## src/rtl/belt_pkg.sv

```systemverilog
package belt_pkg;

  parameter int DATA_W = 32;
  localparam int NBYTE = DATA_W / 8;

  typedef enum logic [1:0] {
    ST_NORM = 2'd0,
    ST_NAR  = 2'd1,
    ST_NONE = 2'd2
  } spec_t;

  typedef enum logic [1:0] {
    W8  = 2'd0,
    W16 = 2'd1,
    W32 = 2'd2,
    W64 = 2'd3
  } wid_t;

  typedef enum logic {
    OP_ADD  = 1'b0,
    OP_PASS = 1'b1
  } op_t;

  typedef struct packed {
    logic [DATA_W-1:0] data;
    wid_t              wid;
    logic              vec;
    spec_t             st;
  } entry_t;

  localparam entry_t NONE_ENTRY = '{data: '0, wid: W8, vec: 1'b0, st: ST_NONE};

  // Byte-sliced adder: the carry is cut at every lane boundary.
  // A scalar result is masked down to its own width.
  function automatic logic [DATA_W-1:0] lane_add(
    input logic [DATA_W-1:0] a,
    input logic [DATA_W-1:0] b,
    input wid_t              w,
    input logic              v
  );
    logic [DATA_W-1:0] s;
    logic              c;
    logic [8:0]        t;
    s = '0;
    c = 1'b0;
    for (int k = 0; k < NBYTE; k++) begin
      if (k != 0 && v && (w == W8 || (w == W16 && (k % 2) == 0))) c = 1'b0;
      t = {1'b0, a[k*8 +: 8]} + {1'b0, b[k*8 +: 8]} + {8'd0, c};
      s[k*8 +: 8] = t[7:0];
      c = t[8];
    end
    if (!v) begin
      if (w == W8)  s[DATA_W-1:8]  = '0;
      if (w == W16) s[DATA_W-1:16] = '0;
    end
    return s;
  endfunction

endpackage

```

## src/rtl/belt_rst_sync.sv

```systemverilog
module belt_rst_sync (
  input  logic clk,
  input  logic rst_n,
  output logic rst_ns
);
  logic [1:0] sync_q;

  always_ff @(posedge clk or negedge rst_n) begin
    if (!rst_n) sync_q <= 2'b00;
    else        sync_q <= {sync_q[0], 1'b1};
  end

  assign rst_ns = sync_q[1];
endmodule

```

## src/rtl/belt_alu.sv

```systemverilog
module belt_alu
  import belt_pkg::*;
(
  input  op_t    op,
  input  entry_t opa,
  input  entry_t opb,
  output entry_t res
);
  always_comb begin
    res = opa;
    if (op == OP_ADD) begin
      if (opa.st == ST_NONE || opb.st == ST_NONE) begin
        res = '{data: '0, wid: opa.wid, vec: opa.vec, st: ST_NONE};
      end else if (opa.st == ST_NAR) begin
        res = opa;
      end else if (opb.st == ST_NAR) begin
        res = '{data: opb.data, wid: opa.wid, vec: opa.vec, st: ST_NAR};
      end else begin
        res = '{data: lane_add(opa.data, opb.data, opa.wid, opa.vec),
                wid: opa.wid, vec: opa.vec, st: ST_NORM};
      end
    end
  end
endmodule

```

## src/rtl/belt_store.sv

```systemverilog
module belt_store
  import belt_pkg::*;
#(
  parameter int DEPTH = 8,
  parameter int NSLOT = 3
) (
  input  logic                   clk,
  input  logic                   rst_ns,
  input  logic [NSLOT-1:0]       push_v,
  input  entry_t [NSLOT-1:0]     push_e,
  output entry_t [DEPTH-1:0]     belt_q
);
  localparam int CNT_W = $clog2(NSLOT + 1);

  logic [CNT_W-1:0]   cnt;
  entry_t [NSLOT-1:0] packed_list;
  entry_t [DEPTH-1:0] belt_d;
  logic               belt_en;

  // Compact the valid slots in slot order, then shift the old entries back by the count.
  always_comb begin
    cnt = '0;
    packed_list = '0;
    for (int s = 0; s < NSLOT; s++) begin
      if (push_v[s]) begin
        packed_list[cnt] = push_e[s];
        cnt = cnt + CNT_W'(1);
      end
    end
    for (int p = 0; p < DEPTH; p++) begin
      belt_d[p] = belt_q[p];
      for (int j = 1; j <= NSLOT; j++) begin
        if (cnt == CNT_W'(j)) begin
          if (p < j) belt_d[p] = packed_list[p % NSLOT];
          else       belt_d[p] = belt_q[(p >= j) ? (p - j) : 0];
        end
      end
    end
    belt_en = (cnt != '0);
  end

  always_ff @(posedge clk or negedge rst_ns) begin
    if (!rst_ns) begin
      for (int p = 0; p < DEPTH; p++) belt_q[p] <= NONE_ENTRY;
    end else if (belt_en) begin
      belt_q <= belt_d;
    end
  end
endmodule

```

## src/rtl/temporal_belt.sv

```systemverilog
module temporal_belt
  import belt_pkg::*;
#(
  parameter int DEPTH = 8,
  parameter int NALU  = 2,
  parameter int NRD   = 2,
  parameter int ID_W  = 16,
  localparam int IDX_W = $clog2(DEPTH)
) (
  input  logic                    clk,
  input  logic                    rst_n,
  input  logic                    lit_valid,
  input  logic [DATA_W-1:0]       lit_data,
  input  logic [1:0]              lit_wid,
  input  logic                    lit_vec,
  input  logic [1:0]              lit_state,
  input  logic [NALU-1:0]         alu_valid,
  input  logic [NALU-1:0]         alu_op,
  input  logic [NALU*IDX_W-1:0]   alu_src_a,
  input  logic [NALU*IDX_W-1:0]   alu_src_b,
  input  logic [NRD*IDX_W-1:0]    rd_idx,
  output logic [NRD*DATA_W-1:0]   rd_data,
  output logic [NRD*2-1:0]        rd_wid,
  output logic [NRD-1:0]          rd_vec,
  output logic [NRD*2-1:0]        rd_state,
  input  logic                    chk_valid,
  input  logic [IDX_W-1:0]        chk_idx,
  output logic                    fault_valid,
  output logic [ID_W-1:0]         fault_id
);
  localparam int NSLOT = NALU + 1;

  logic               rst_ns;
  entry_t [DEPTH-1:0] belt_q;
  entry_t [NSLOT-1:0] push_e;
  logic [NSLOT-1:0]   push_v;

  belt_rst_sync u_rst (.clk(clk), .rst_n(rst_n), .rst_ns(rst_ns));

  // Slot 0: the literal, with its tag exactly as given.
  assign push_v[0] = lit_valid;
  assign push_e[0] = '{data: lit_data, wid: wid_t'(lit_wid), vec: lit_vec,
                       st: spec_t'(lit_state)};

  for (genvar u = 0; u < NALU; u++) begin : g_alu
    belt_alu u_alu (
      .op  (op_t'(alu_op[u])),
      .opa (belt_q[alu_src_a[u*IDX_W +: IDX_W]]),
      .opb (belt_q[alu_src_b[u*IDX_W +: IDX_W]]),
      .res (push_e[u+1])
    );
    assign push_v[u+1] = alu_valid[u];
  end

  belt_store #(.DEPTH(DEPTH), .NSLOT(NSLOT)) u_store (
    .clk    (clk),
    .rst_ns (rst_ns),
    .push_v (push_v),
    .push_e (push_e),
    .belt_q (belt_q)
  );

  for (genvar r = 0; r < NRD; r++) begin : g_rd
    entry_t sel;
    assign sel = belt_q[rd_idx[r*IDX_W +: IDX_W]];
    assign rd_data[r*DATA_W +: DATA_W] = sel.data;
    assign rd_wid[r*2 +: 2]            = sel.wid;
    assign rd_vec[r]                   = sel.vec;
    assign rd_state[r*2 +: 2]          = sel.st;
  end

  // Sink check: a NaR reaching a non-speculable consumer faults.
  entry_t           chk_e;
  logic             fault_d;
  logic [ID_W-1:0]  fid_d;
  logic [ID_W-1:0]  fid_q;
  logic             fv_q;

  always_comb begin
    chk_e   = belt_q[chk_idx];
    fault_d = chk_valid && (chk_e.st == ST_NAR);
    fid_d   = fault_d ? chk_e.data[ID_W-1:0] : '0;
  end

  always_ff @(posedge clk or negedge rst_ns) begin
    if (!rst_ns) begin
      fv_q  <= 1'b0;
      fid_q <= '0;
    end else begin
      fv_q  <= fault_d;
      fid_q <= fid_d;
    end
  end

  assign fault_valid = fv_q;
  assign fault_id    = fid_q;
endmodule

```

## config.mk

```make
export PLATFORM = sky130hd
export DESIGN_NAME = temporal_belt
export DESIGN_NICKNAME = d
export VERILOG_FILES = /design/src/rtl/belt_pkg.sv /design/src/rtl/belt_rst_sync.sv /design/src/rtl/belt_alu.sv /design/src/rtl/belt_store.sv /design/src/rtl/temporal_belt.sv
export SDC_FILE = /design/constraint.sdc
export NUM_CORES = 1
export LEC_CHECK = 0
export BUFFER_PORTS_ARGS = -buffer_cell sky130_fd_sc_hd__buf_2
export CAP_MARGIN = 15
export CORE_UTILIZATION = 39
export CTS_BUF_LIST = sky130_fd_sc_hd__clkbuf_8
export CTS_CLUSTER_DIAMETER = 120
export DETAILED_ROUTE_END_ITERATION = 10
export PLACE_DENSITY = 0.56
export SETUP_SLACK_MARGIN = 0.05
export SLEW_MARGIN = 20
export SYNTH_ARGS = -nofsm -noshare
export SYNTH_HDL_FRONTEND = slang
export SYNTH_SLANG_ARGS = --single-unit
```

## constraint.sdc

```tcl
create_clock -name clk -period 11.4 [get_ports clk]
set_clock_uncertainty 0.15 [all_clocks]
set_input_delay 1.14 -clock clk [delete_from_list [all_inputs] [get_ports clk]]
set_output_delay 1.14 -clock clk [all_outputs]
set_load 0.01 [all_outputs]
```

==> flow_summary.ini <==
[run_status]
status = completed

[place]
hpwlAfterDp_um = 81100
pre_cts_ws_ns = 1.22
port_buffers = 156
place_congestion = 0.907
placedCellCount = 3869
place_area_mm2 = 0.0351

[route]
wl_per_cell_um = 31.7
drt-met1-wl_um = 48200
ant_nets = 0
top_layer = met5
dr_wl_met3_um = 12700
vias_per_cell = 7.07
drtPass1Iterations = 7
met2_length_um = 58800
drc = 0
drtIter0Drc = 3040
vias = 28200
wl_um = 127000

[sta]
setup_tns_ns = 0
max_freq_ghz = 0.104
fin_crit_sh_pct = 84.1
tightest_slew_ns = 1.16
setup_violations = 0
setup_ws_ns = 1.81
rsz0062_at_grt = no
final.min_clock_period_ns = 9.59
slew_violations = 0
hold_viol = 0
holdWs_ns = 0.104
slew_headroom_pct = 23.0

[clock_network]
clkLatencyLatePin_ns = 0.69
clock-sinks = 315
tritoncts = built
post_cts_buffers = 0
numCtsBuffers = 69
htree_levels = 3
clkSlewWorstSetupHoldPaths_ns = 0.06
clk_path_buf_depth = 3
hold_buffers = 0
post_cts_resized = 0
clockRootBuffer = clkbuf_8

[floorplan]
dieArea_mm2 = 0.0869
core_mm2 = 0.0850
rows = 107
die_w_um = 295
die_h_um = 295
num_io_pins = 157
start_util_pct = 39.3

[worst_setup_path]
crit_required_ns = 11.82
crit_fanout = 24
reg2reg_from = u_store.belt_q[42]
rr_worst_depth = 38
max_stage_delay_ns = 0.51
worstPathArrival_ns = 10.01
path_common_cell = fa_1
cp_slowest_cell = fa_1
startpoint_type = input port
reg2reg_to = u_store.belt_q[35]
crit_type = input port to flop
crit_path_end_kind = flop
reg2reg_slack_ns = 2.21

[finish]
area_growth_pct = 9.01
final_nets = 2935
drive_gt1_share_pct = 38.9
stdcell_count = 3992
final_area_mm2 = 0.0364

[logic_synthesis]
syn_avg_cell_area_um2 = 12.0
ys_ff_latch = 315
yosysSeqAreaShare_pct = 23.6
synth_top_area_share_pct = 36.8
ys.flop_type = dfrtp_1
ys_types = 82
synth_nets = 2929
synth_top_family_by_area = multiplexers
postSynthCellCount = 2791
synth_commonest_cells = mux4_2, dfrtp_1, mux2i_1
synthMostInstantiatedCell = mux4_2
synth_edf_count = 0
yosys-top-cells-area = mux4_2, dfrtp_1, mux2i_1
synthAdderAreaFrac_pct = 3.01
yosys_warnings = 0
netlist_area_mm2 = 0.0334
synth_mux_area_share_pct = 50.1
synth-xor-area-share_pct = 0.576
synth_top_area_cell = mux4_2
synth-compound-area-share_pct = 11.6
synthSimpleGateAreaFrac_pct = 6.89
async_reset_ff_share_pct = 100

[pwr]
power.share.clock_pct = 14.5
switching_power_mw = 4.03
switching_share_pct = 45.3
seqPwrFrac_pct = 29.1
pwr_density_cell_mw_per_mm2 = 244
peakVddDrop_uv = 104
comb_power_share_pct = 56.4
p_int_mw = 4.86
p_leak_nw = 14.4

[global_route]
grt_pass1_vias = 28800
grt_usage_pct = 29.3
grt_pass1_wl_um = 189000
grt_start_max_net_pins = 117
grt_overflow_total = 0
antenna_found_initial = 5

[job]
max_cap_violations = 0

[min_path]
worstHoldPathType = input port to async pin
## layout make-up
cell class / count / area (um2)
flip-flops and latches: 315 / 7900
clock buffers: 87 / 1200
well taps: 1144 / 1430
diodes: 2 / 5.00
repair buffers: 227 / 1380
fillers: 7877 / 48600
inverters: 45 / 169
clock inverters: 33 / 153
multi-input cells: 2139 / 24200
## worst max-delay path by stage
stage / depth (start not counted) / startpoint / end / slack, ns
6_report: 39 / alu_src_a[0] / u_store.belt_q[35] / 1.81
5_1_grt: 39 / alu_src_a[0] / u_store.belt_q[35] / 1.18
4_1_cts: 39 / alu_src_a[0] / u_store.belt_q[35] / 1.89
3_5_place_dp: 39 / alu_src_a[0] / u_store.belt_q[35] / 1.22
3_3_place_gp: 39 / alu_src_a[0] / u_store.belt_q[35] / 1.36
2_1_floorplan: 0 / u_rst.sync_q[1] / fault_id[0] / 1.83
## flip-flops by register name, indices dropped and copies added (netlist names)
register	flops
u_rst.sync_q	2
fault_valid	1
fault_id	16
u_store.belt_q	296
## metal layers
metal | global-route usage (%) | vias up
li1 | - | 11300
met1 | 38.0 | 14700
met2 | 45.4 | 1736
met3 | 7.07 | 400
met4 | 15.2 | 8
met5 | 0 | -
## worst max-delay path, delay by kind of cell
kind | cells | cell delay [ns]
buffers and inverters | 3 | 0.62
and+or+nand+nor | 6 | 1.07
muxes | 3 | 0.74
adders and majority gates | 8 | 3.42
AOI/OAI and AO/OA | 19 | 3.00
## layout by cell type (no fill, tap or decap), types with 14 or more instances in the layout
| master | instances |
|---|---|
| a211oi_1 | 32 |
| a21oi_1 | 162 |
| a221oi_1 | 43 |
| a31oi_1 | 16 |
| and3_1 | 41 |
| buf_2 | 144 |
| buf_4 | 80 |
| clkbuf_8 | 87 |
| dfrtp_1 | 306 |
| fa_1 | 14 |
| ha_1 | 58 |
| inv_1 | 65 |
| mux2_2 | 182 |
| mux2i_1 | 235 |
| mux4_2 | 546 |
| nand2_1 | 176 |
| nand2b_1 | 24 |
| nor2_1 | 158 |
| nor2b_1 | 16 |
| nor3_1 | 29 |
| nor3b_1 | 14 |
| o21a_1 | 41 |
| o21ai_0 | 76 |
| o21ai_1 | 32 |
| o221ai_1 | 16 |
| o22ai_1 | 29 |
## stage by stage
| stage | total power, mW | utilization, % |
|---|---|---|
| global placement | 7.33 | 41.2 |
| finish | 8.89 | 42.9 |
| detailed placement | 7.51 | 41.2 |
| global route | 9.42 | 42.9 |
| floorplan | 6.02 | - |
| CTS | 8.83 | 42.8 |
## cells by family after synthesis
kind of cell | count (synthesis)
AO/OA/AOI/OAI | 571
AND/OR/NAND/NOR | 507
adder cells (fa/ha/maj) | 72
other | 1
flip-flops | 315
XOR/XNOR | 22
buffers and inverters | 337
multiplexers | 966
## power by group through the flow
stage | combinational, mW | clock [mW] | sequential [mW]
after floorplan | 3.92 | 0 | 2.10
after global placement | 4.86 | 0 | 2.47
after detailed placement | 4.96 | 0 | 2.56
after CTS | 4.98 | 1.31 | 2.54
after global routing | 5.39 | 1.35 | 2.67
final | 5.02 | 1.29 | 2.58
Note: power is estimated with default switching activity, not from simulation.
